## src/rtl/crtc_pkg.sv

```systemverilog
package crtc_pkg;
  typedef enum logic {
    VAR_PROG_VS  = 1'b0,
    VAR_FIXED_VS = 1'b1
  } crtc_variant_e;

  localparam int unsigned FIXED_VS_LINES = 16;

  // Vertical sync length in lines for a flavour and programmed nibble.
  function automatic logic [4:0] vs_lines(input crtc_variant_e v, input logic [3:0] nib);
    if (v == VAR_FIXED_VS || nib == 4'd0) return 5'(FIXED_VS_LINES);
    return {1'b0, nib};
  endfunction
endpackage

```

## src/rtl/crtc_hctr.sv

```systemverilog
module crtc_hctr #(
  parameter int HW = 8
) (
  input  logic          clk,
  input  logic          rst,
  input  logic [HW-1:0] r_htot,
  input  logic [HW-1:0] r_hdisp,
  input  logic [HW-1:0] r_hspos,
  input  logic [3:0]    r_hswid,
  output logic [HW-1:0] h_q,
  output logic          eol,
  output logic          hs_raw,
  output logic          hde,
  output logic          sync_bad
);
  localparam int EW = HW + 1;

  logic [EW-1:0] hs_end;

  assign eol    = (h_q == r_htot);
  assign hs_end = {1'b0, r_hspos} + {{(EW-4){1'b0}}, r_hswid};
  assign hs_raw = (h_q >= r_hspos) && ({1'b0, h_q} < hs_end);
  assign hde    = (h_q < r_hdisp);
  // horizontal sync would not finish inside the line
  assign sync_bad = !({1'b0, r_htot} > hs_end);

  always_ff @(posedge clk) begin
    if (rst)      h_q <= '0;
    else if (eol) h_q <= '0;
    else          h_q <= h_q + 1'b1;
  end


  h_step_chk: assert property (@(posedge clk) disable iff (rst)
    !eol |=> (h_q == $past(h_q) + 1'b1));

  h_wrap_chk: assert property (@(posedge clk) disable iff (rst)
    eol |=> (h_q == '0));
endmodule

```

## src/rtl/crtc_vctr.sv

```systemverilog
module crtc_vctr
  import crtc_pkg::*;
#(
  parameter int            VW      = 7,
  parameter int            SW      = 5,
  parameter crtc_variant_e VARIANT = VAR_PROG_VS
) (
  input  logic          clk,
  input  logic          rst,
  input  logic          eol,
  input  logic          sync_bad,
  input  logic          ilace_on,
  input  logic [VW-1:0] r_vtot,
  input  logic [SW-1:0] r_vadj,
  input  logic [VW-1:0] r_vdisp,
  input  logic [VW-1:0] r_vspos,
  input  logic [SW-1:0] r_maxsl,
  input  logic [3:0]    r_vswid,
  output logic [SW-1:0] sl_q,
  output logic          vs_active,
  output logic          vde,
  output logic          row_adv,
  output logic          frame_end
);
  localparam bit FIXED = (VARIANT == VAR_FIXED_VS);

  logic [VW-1:0] row_q, row_n;
  logic [SW-1:0] sl_n;
  logic          adj_q, adj_n;
  logic [4:0]    vs_cnt_q;
  logic          sl_last, row_last, adj_last, enter_adj, vs_hit;
  logic [VW:0]   vdisp_eff;

  assign sl_last   = (sl_q == r_maxsl);
  assign row_last  = (row_q == r_vtot);
  assign adj_last  = (({1'b0, sl_q} + 1'b1) == {1'b0, r_vadj});
  assign frame_end = eol && (adj_q ? adj_last : (sl_last && row_last && (r_vadj == '0)));
  assign enter_adj = eol && !adj_q && sl_last && row_last && (r_vadj != '0);
  assign row_adv   = eol && !adj_q && sl_last && !row_last;

  always_comb begin
    sl_n  = sl_q;
    row_n = row_q;
    adj_n = adj_q;
    if (frame_end) begin
      sl_n  = '0;
      row_n = '0;
      adj_n = 1'b0;
    end else if (enter_adj) begin
      sl_n  = '0;
      adj_n = 1'b1;
    end else if (row_adv) begin
      sl_n  = '0;
      row_n = row_q + 1'b1;
    end else if (eol) begin
      sl_n  = sl_q + 1'b1;
    end
  end

  assign vs_hit = eol && !adj_n && (row_n == r_vspos) && (sl_n == '0) &&
                  !(FIXED && sync_bad);

  always_ff @(posedge clk) begin
    if (rst) begin
      sl_q     <= '0;
      row_q    <= '0;
      adj_q    <= 1'b0;
      vs_cnt_q <= '0;
    end else begin
      sl_q  <= sl_n;
      row_q <= row_n;
      adj_q <= adj_n;
      if (vs_hit)
        vs_cnt_q <= vs_lines(VARIANT, r_vswid);
      else if (eol && vs_cnt_q != '0)
        vs_cnt_q <= vs_cnt_q - 1'b1;
    end
  end

  assign vs_active = (vs_cnt_q != '0);
  assign vdisp_eff = (FIXED && ilace_on) ? {r_vdisp, 1'b0} : {1'b0, r_vdisp};
  assign vde       = !adj_q && ({1'b0, row_q} < vdisp_eff);


  vs_bound_chk: assert property (@(posedge clk) disable iff (rst)
    vs_cnt_q <= 5'd16);

  vs_suppress_chk: assert property (@(posedge clk) disable iff (rst)
    (FIXED && sync_bad && vs_cnt_q == '0) |=> (vs_cnt_q == '0));

  adj_hold_chk: assert property (@(posedge clk) disable iff (rst)
    (adj_q && !eol) |=> (adj_q && $stable(sl_q)));
endmodule

```

## src/rtl/crtc_maddr.sv

```systemverilog
module crtc_maddr #(
  parameter int MW = 14,
  parameter int HW = 8
) (
  input  logic          clk,
  input  logic          rst,
  input  logic [MW-1:0] r_start,
  input  logic [HW-1:0] r_hdisp,
  input  logic          row_adv,
  input  logic          frame_end,
  output logic [MW-1:0] base_q
);
  logic [MW-1:0] stride;
  assign stride = MW'(r_hdisp);

  always_ff @(posedge clk) begin
    if (rst || frame_end) base_q <= r_start;
    else if (row_adv)     base_q <= base_q + stride;
  end


  base_hold_chk: assert property (@(posedge clk) disable iff (rst)
    (!row_adv && !frame_end) |=> $stable(base_q));
endmodule

```

## src/rtl/crtc_timing_top.sv

```systemverilog
module crtc_timing_top
  import crtc_pkg::*;
#(
  parameter int            HW      = 8,
  parameter int            VW      = 7,
  parameter int            SW      = 5,
  parameter int            MW      = 14,
  parameter crtc_variant_e VARIANT = VAR_PROG_VS
) (
  input  logic          clk,
  input  logic          rst,
  input  logic [HW-1:0] reg_htot,
  input  logic [HW-1:0] reg_hdisp,
  input  logic [HW-1:0] reg_hspos,
  input  logic [7:0]    reg_syncw,
  input  logic [VW-1:0] reg_vtot,
  input  logic [SW-1:0] reg_vadj,
  input  logic [VW-1:0] reg_vdisp,
  input  logic [VW-1:0] reg_vspos,
  input  logic [1:0]    reg_mode,
  input  logic [SW-1:0] reg_maxsl,
  input  logic [MW-1:0] reg_start,
  output logic          hsync_o,
  output logic          vsync_o,
  output logic          de_o,
  output logic [MW-1:0] ma_o,
  output logic [SW-1:0] ra_o
);
  logic [HW-1:0] h_q;
  logic          eol, hs_raw, hde, sync_bad;
  logic [SW-1:0] sl_q;
  logic          vs_active, vde, row_adv, frame_end, ilace_on;
  logic [MW-1:0] base_q;

  assign ilace_on = (reg_mode == 2'b01) || (reg_mode == 2'b11);

  crtc_hctr #(.HW(HW)) u_hctr (
    .clk(clk), .rst(rst),
    .r_htot(reg_htot), .r_hdisp(reg_hdisp), .r_hspos(reg_hspos),
    .r_hswid(reg_syncw[3:0]),
    .h_q(h_q), .eol(eol), .hs_raw(hs_raw), .hde(hde), .sync_bad(sync_bad)
  );

  crtc_vctr #(.VW(VW), .SW(SW), .VARIANT(VARIANT)) u_vctr (
    .clk(clk), .rst(rst), .eol(eol), .sync_bad(sync_bad), .ilace_on(ilace_on),
    .r_vtot(reg_vtot), .r_vadj(reg_vadj), .r_vdisp(reg_vdisp),
    .r_vspos(reg_vspos), .r_maxsl(reg_maxsl), .r_vswid(reg_syncw[7:4]),
    .sl_q(sl_q), .vs_active(vs_active), .vde(vde),
    .row_adv(row_adv), .frame_end(frame_end)
  );

  crtc_maddr #(.MW(MW), .HW(HW)) u_maddr (
    .clk(clk), .rst(rst), .r_start(reg_start), .r_hdisp(reg_hdisp),
    .row_adv(row_adv), .frame_end(frame_end), .base_q(base_q)
  );

  always_ff @(posedge clk) begin
    if (rst) begin
      hsync_o <= 1'b0;
      vsync_o <= 1'b0;
      de_o    <= 1'b0;
      ma_o    <= '0;
      ra_o    <= '0;
    end else begin
      hsync_o <= hs_raw;
      vsync_o <= vs_active;
      de_o    <= hde && vde;
      ma_o    <= base_q + MW'(h_q);
      ra_o    <= sl_q;
    end
  end


  rst_quiet_chk: assert property (@(posedge clk)
    rst |=> (!hsync_o && !vsync_o && !de_o && ma_o == '0 && ra_o == '0));

  de_window_chk: assert property (@(posedge clk) disable iff (rst)
    de_o |-> ($past(h_q) < $past(reg_hdisp)));
endmodule

```

## config.mk

```make
export PLATFORM = sky130hd
export DESIGN_NAME = crtc_timing_top
export DESIGN_NICKNAME = d
export VERILOG_FILES = /design/src/rtl/crtc_pkg.sv /design/src/rtl/crtc_hctr.sv /design/src/rtl/crtc_vctr.sv /design/src/rtl/crtc_maddr.sv /design/src/rtl/crtc_timing_top.sv
export SDC_FILE = /design/constraint.sdc
export NUM_CORES = 1
export LEC_CHECK = 0
export BUFFER_PORTS_ARGS = -buffer_cell sky130_fd_sc_hd__buf_2
export CELL_PAD_IN_SITES_DETAIL_PLACEMENT = 0
export CELL_PAD_IN_SITES_GLOBAL_PLACEMENT = 1
export CORE_ASPECT_RATIO = 0.6
export CORE_UTILIZATION = 46
export CTS_BUF_LIST = sky130_fd_sc_hd__clkbuf_4
export CTS_CLUSTER_DIAMETER = 100
export DETAILED_ROUTE_END_ITERATION = 10
export PLACE_DENSITY = 0.86
export SYNTH_ARGS = -nofsm -noshare
export SYNTH_HDL_FRONTEND = slang
export SYNTH_SLANG_ARGS = --single-unit
```

## constraint.sdc

```tcl
create_clock -name clk -period 4.5 [get_ports clk]
set_input_delay 0.9 -clock clk [delete_from_list [all_inputs] [get_ports clk]]
set_output_delay 0.9 -clock clk [all_outputs]
set_load 0.1 [all_outputs]
```

# Yosys cells after proc, flatten, opt, wreduce, memory -nomap -nowiden
# Cells that the tools add are included.
# classes
order_cmp	4
reduce_logical	27
n_mux	19
eq_ne	5
add_sub_neg	8
# ops
op	n
5-bit two-way mux	8
14-bit by 8-bit adder with 14-bit output	2
14-bit two-way mux	2
7-bit two-way mux	3
1-bit logical AND	15
7-bit == test	2
5-bit zero test	2
5-bit nonzero test	2
8-bit by 4-bit adder with 9-bit output	1
8-bit by 9-bit less-than comparator with 1-bit output	1
8-bit by 1-bit adder with 8-bit output, second input constant	1
8-bit == test	1
8-bit greater-or-equal comparator	1
8-bit less-than comparator	1
7-bit by 1-bit adder with 7-bit output, second input constant	1
7-bit less-than comparator	1
5-bit by 1-bit adder with 6-bit output, second input constant	1
6-bit by 5-bit == test with 1-bit output	1
1-bit two-way mux	6
5-bit by 1-bit adder with 5-bit output, second input constant	1
5-bit == test	1
5-bit by 1-bit subtractor with 5-bit output, second input constant	1
4-bit zero test	1
2-bit nonzero test	2
3 further kinds	5
# word_totals
out_inout_bits	22
inputBits	81
wordCells	74
regBits	62

# Logic depth before layout (Yosys ltp)
# logic_depth
ltp_word	15
mapped_depth	12
mapped_depth_nobuf	12

# Cells and area by module
# From an unflattened synthesis, not the netlist that was laid out.
# unflattened
cells_unflattened	618
area_unflattened_um2	5367.6
# modules_own_cells
mod	seq_area_each_um2	cells_per_inst	area_per_inst_um2	n_inst
crtc_vctr	360.3	220	1790.5	1
crtc_hctr	160.2	161	1346.3	1
crtc_maddr	420.4	129	1209.9	1
crtc_timing_top	440.4	108	1021.0	1

# Worst setup path before layout
# OpenSTA, ideal clock, no wires.
# synth_path
path_kind	input port to flip-flop
startpoint	input port reg_hspos[0]
endpoint	register hsync_o
n_path_buf	0
path_slack_ns	1.275
t_required_ns	4.414
arrival_time_ns	3.140
cell_stages	12
setup_time_ns	0.086
cell_sequence	ha_1 > fa_1 > inv_1 > ha_1 > a21o_1 > a21o_1 > a21o_1 > a21o_1 > a21o_1 > a21o_1 > a21o_1 > a211oi_1
# synth_via
elab_chain_len	3
word_cells_on_any_way	4
cone_classes	1 x add/sub; 2 x order compare; 1 x reduce/logical
# synth_rtl
item	line	text
from (decl)	crtc_timing_top.sv:14	input logic [HW-1:0] reg_hspos,
8-bit by 4-bit adder with 9-bit output	crtc_hctr.sv:21	assign hs_end = {1'b0, r_hspos} + {{(EW-4){1'b0}}, r_hswid};
8-bit by 9-bit less-than comparator with 1-bit output	crtc_hctr.sv:22	assign hs_raw = (h_q >= r_hspos) && ({1'b0, h_q} < hs_end);
1-bit logical AND (*)	crtc_hctr.sv:22	
to (signal assigned)	crtc_timing_top.sv:65	hsync_o <= hs_raw;
to (decl)	crtc_timing_top.sv:23	output logic hsync_o,
# Every way passes the cells marked *; elsewhere a longest branch is shown, timed or not.
# A chain may end at the register's enable or synchronous reset.

# Worst setup path after layout
# layout_path
startpoint	register u_vctr.sl_q[0]
endpoint	register u_vctr.vs_cnt_q[0]
# layout_via
elab_chain_len	11
word_cells_on_any_way	29
cone_classes	2 x add/sub; 3 x eq/ne; 11 x mux; 13 x reduce/logical
# layout_rtl
item	line	text
from (decl)	crtc_vctr.sv:19	output logic [SW-1:0] sl_q,
from (signal assigned)	crtc_vctr.sv:70	sl_q <= sl_n;
parallel branches: the longest is 9 deep, another holds 5-bit by 1-bit adder with 6-bit output	n/a	
1-bit logical AND (*)	crtc_vctr.sv:60	assign vs_hit = eol && !adj_n && (row_n == r_vspos) && (sl_n == '0) &&
5-bit two-way mux / 2-bit nonzero test (equally long branches)	n/a	
to (signal assigned)	crtc_vctr.sv:74	vs_cnt_q <= vs_lines(VARIANT, r_vswid);
to (signal assigned)	crtc_vctr.sv:76	vs_cnt_q <= vs_cnt_q - 1'b1;
to (decl)	crtc_vctr.sv:30	logic [4:0] vs_cnt_q;
# Mark *: on every way between the ends.

==> key figures <==
Yosys
  • Post-Syn Instances: 582
  • EDFF count, synth: 14
  • Ys flop type: dfxtp_1
  • Yosys reg bits: between 60 and 70
  • Async set-reset flop share out of synthesis: 0
  • Mean Syn Cell Area: roughly 8.6 um2
  • Post-Syn Nets: approximately 700
  • Top cell type's share of synthesized area: 0.193
  • Yosys warns: 0
  • Most area-hungry cell type in the Yosys netlist: dfxtp_1
  • Synth cell types: 76
  • Top cells by area, synth: dfxtp_1 (19%), ha_1 (13%), edfxtp_1 (8.4%), xnor2_1 (7.7%), nor2_1 (3.6%)
  • Netlist Area Pre-Place: approximately 0.0050 mm2
  • Sequential area share after synthesis: 0.277

Clock tree
  • H-tree Lvls: 3
  • Clock transition at path regs: approximately 110 ps
  • TritonCTS clock tree: yes
  • CTS Buffer Depth: 2
  • Post-CTS setup buffers: 0
  • # hold bufs at CTS: 0
  • CTS buffer count: 9
  • Clk Latency, worst-skew pair: between 400 and 500 ps
  • Clock sinks: between 60 and 70
  • # resized after CTS: 0
  • Clk root buf: clkbuf_4

Status
  • Status: finished, final reports clean

Worst setup path
  • Crit Path Class: flip-flop to flip-flop
  • Top Family by Delay on Critical Path: compound AO/OA/AOI/OAI gates
  • CP Buf/Inv Count: 0
  • FF-to-FF path depth: 10
  • Worst EP arrival: just under 4000 ps
  • Worst Setup SP: u_vctr.sl_q[0]$_SDFF_PP0_
  • CP endpoint kind: flip-flop
  • Reg2Reg Capture Point: u_vctr.vs_cnt_q[0]$_SDFFE_PP0P_
  • R2r startpoint: u_vctr.sl_q[0]$_SDFF_PP0_
  • CP Cell Sequence: ha_1 -> and3_4 -> and3b_1 -> a22o_1 -> a32o_1 -> and2_1 -> o21a_1 -> o311ai_1 -> nor4_1 -> a211oi_1
  • CP required: 4870 ps
  • CP max stage delay: between 600 and 700 ps
  • CP max FO: 13
  • Startpoint Class: flip-flop
  • Reg2reg setup slack: 920 ps
  • Crit path max-delay cell type: dfxtp_1

Timing
  • Unrepaired setup endpoints after global routing: false
  • Final Cycle Share: 0.796
  • Clk_skew: a little under 20 ps
  • Actual slew at the worst max-slew pin: ~760 ps
  • Slew Viols, Final: 0
  • Final min period: approximately 3600 ps
  • Final hold violation count: 0
  • Slew HR: 0.495
  • Total negative slack: 0 ps
  • FMAX: around 0.28 GHz
  • Final setup vio count: 0
  • WHS: ~540 ps

Floorplanning
  • Die area: about 0.011 mm2
  • Die span in y: slightly above 80 um
  • Core Rows: 29
  • Chip Width: 136 um
  • Core Region: 0.0106 mm2
  • Initial Util: 0.472
  • # IOs: between 100 and 150

Global route
  • First-pass GRT wire length: 20,200 um
  • Grt ovf: 0
  • All-layer global routing usage: 0.237
  • Largest net degree at the start of global routing: 36
  • Number of global-route vias before repair: between 4,000 and 5,000
  • Initial antenna violation count: 0

Worst hold path
  • Worst hold stages: 2
  • Hold EP: vsync_o$_SDFF_PP0_
  • Hold path start: u_vctr.vs_cnt_q[4]$_SDFFE_PP0P_
  • Worst hold path type: flip-flop to flip-flop

Placed design
  • Post-DP HPWL: roughly 10,000 um
  • GPL Wtd Cong: 0.906
  • Port Buf Inserts: 100
  • Placed Area: 0.00556 mm2

Routing
  • Iteration-0 DRC Markers: 270
  • DRC: 0
  • Avg WL per Cell: 15.6 um
  • Vias: roughly 4,400
  • 1st-pass router iterations: 4
  • Routed wire length: roughly 13,000 um
  • Vias per inst: about 5.4
  • Antenna viol nets, final: 0

Layout
  • Most frequent cells in the layout: buf_2 (100), ha_1 (53), nor2_1 (48), dfxtp_1 (48), nand2_1 (45)
  • Number of antenna diodes: 0
  • Net total in the final layout: 810
  • Share of layout cells above drive strength 1: 0.205
  • Design Area, Final: roughly 0.0057 mm2
  • Synth-to-layout area growth: 14.1%
  • Fill count: 989
  • Most common cell after layout, fill and taps aside: buf_2

Run
  • Max-cap violation count: 0

Power and ir drop
  • Worst VDD drop: approximately 0.14 mV
  • Pwr/cell area: between 200 and 250 mW/mm2
  • Static leakage: around 2.7 nW
## metrics by stage
| step | cells | power, W | utilization | setup slack [ps] |
|---|---|---|---|---|
| floorplan | 582 | 0.000924 | - | 1270 |
| global placement | 801 | 0.00102 | 0.527 | 877 |
| detailed placement | 801 | 0.00103 | 0.527 | 801 |
| CTS | 816 | 0.00141 | 0.538 | 964 |
| global route | 816 | 0.00148 | 0.538 | 760 |
| finish | 816 | 0.00140 | 0.538 | 919 |
## cell families after synthesis
family	Yosys count	share of synthesized area
simple gates	204	0.224
compound gates	122	0.163
flops	62	0.277
mux	3	0.00628
xor+xnor	67	0.126
fa+ha+maj	56	0.145
buf+inv	68	0.0580
## report_power, final
part | internal, W | total, W | switching [W]
Combinational | 0.000144 | 0.000395 | 0.000250
Sequential | 0.000602 | 0.000626 | 0.0000242
Clock | 0.000160 | 0.000380 | 0.000220
Total | 0.000906 | 0.00140 | 0.000495
## routing by layer
layer | vias up | global-route usage | part of all wire
met2 | 113 | 0.355 | 0.43
met5 | - | 0 | 0
met1 | 2069 | 0.341 | 0.51
met4 | 0 | 0.0500 | 0.0076
li1 | 2231 | - | -
met3 | 11 | 0.0562 | 0.053
## registers in the layout, indices dropped and copies added (netlist names)
| name | flops |
|---|---|
| ma_o | 14 |
| u_maddr.base_q | 14 |
| u_hctr.h_q | 8 |
| u_vctr.row_q | 7 |
| ra_o | 5 |
| u_vctr.sl_q | 5 |
| u_vctr.vs_cnt_q | 5 |
| de_o | 1 |
| hsync_o | 1 |
| u_vctr.adj_q | 1 |
| vsync_o | 1 |
## synthesized netlist by cell type (9+ instances only)
| cell type | instances |
|---|---|
| a21o_1 | 21 |
| a21oi_1 | 23 |
| and3_1 | 9 |
| clkbuf_1 | 13 |
| dfxtp_1 | 48 |
| edfxtp_1 | 14 |
| ha_1 | 53 |
| inv_1 | 44 |
| nand2_1 | 45 |
| nand2b_1 | 10 |
| nand3_1 | 9 |
| nand4_1 | 14 |
| nor2_1 | 48 |
| nor2b_1 | 14 |
| nor3_1 | 11 |
| o21ai_0 | 33 |
| xnor2_1 | 44 |
| xor2_1 | 19 |
## layout make-up
cell class | count | area [um2] | area share
clock buffers | 9 | 67.6 | 0.0119
clock inverters | 6 | 53.8 | 0.00946
inverters | 44 | 165 | 0.0290
multi-input cells | 452 | 3310 | 0.583
flip-flops and latches | 62 | 1380 | 0.243
well taps | 139 | 174 | 0.0306
repair buffers | 104 | 531 | 0.0933
## worst max path at each step
stage | cells past startpoint | end
global route | 10 | u_vctr.vs_cnt_q[0]$_SDFFE_PP0P_
CTS | 10 | u_vctr.vs_cnt_q[4]$_SDFFE_PP0P_
global placement | 10 | u_vctr.vs_cnt_q[0]$_SDFFE_PP0P_
floorplan | 12 | hsync_o$_SDFF_PP0_
finish | 10 | u_vctr.vs_cnt_q[0]$_SDFFE_PP0P_
detailed placement | 10 | u_vctr.vs_cnt_q[0]$_SDFFE_PP0P_
## tightest hold or removal path, delay by kind of cell, from the launching register on
| family | cells | cell delay (ps) |
|---|---|---|
| flops | 1 | 360 |
| simple gates | 2 | 150 |
(Power assumes the default switching activity.)
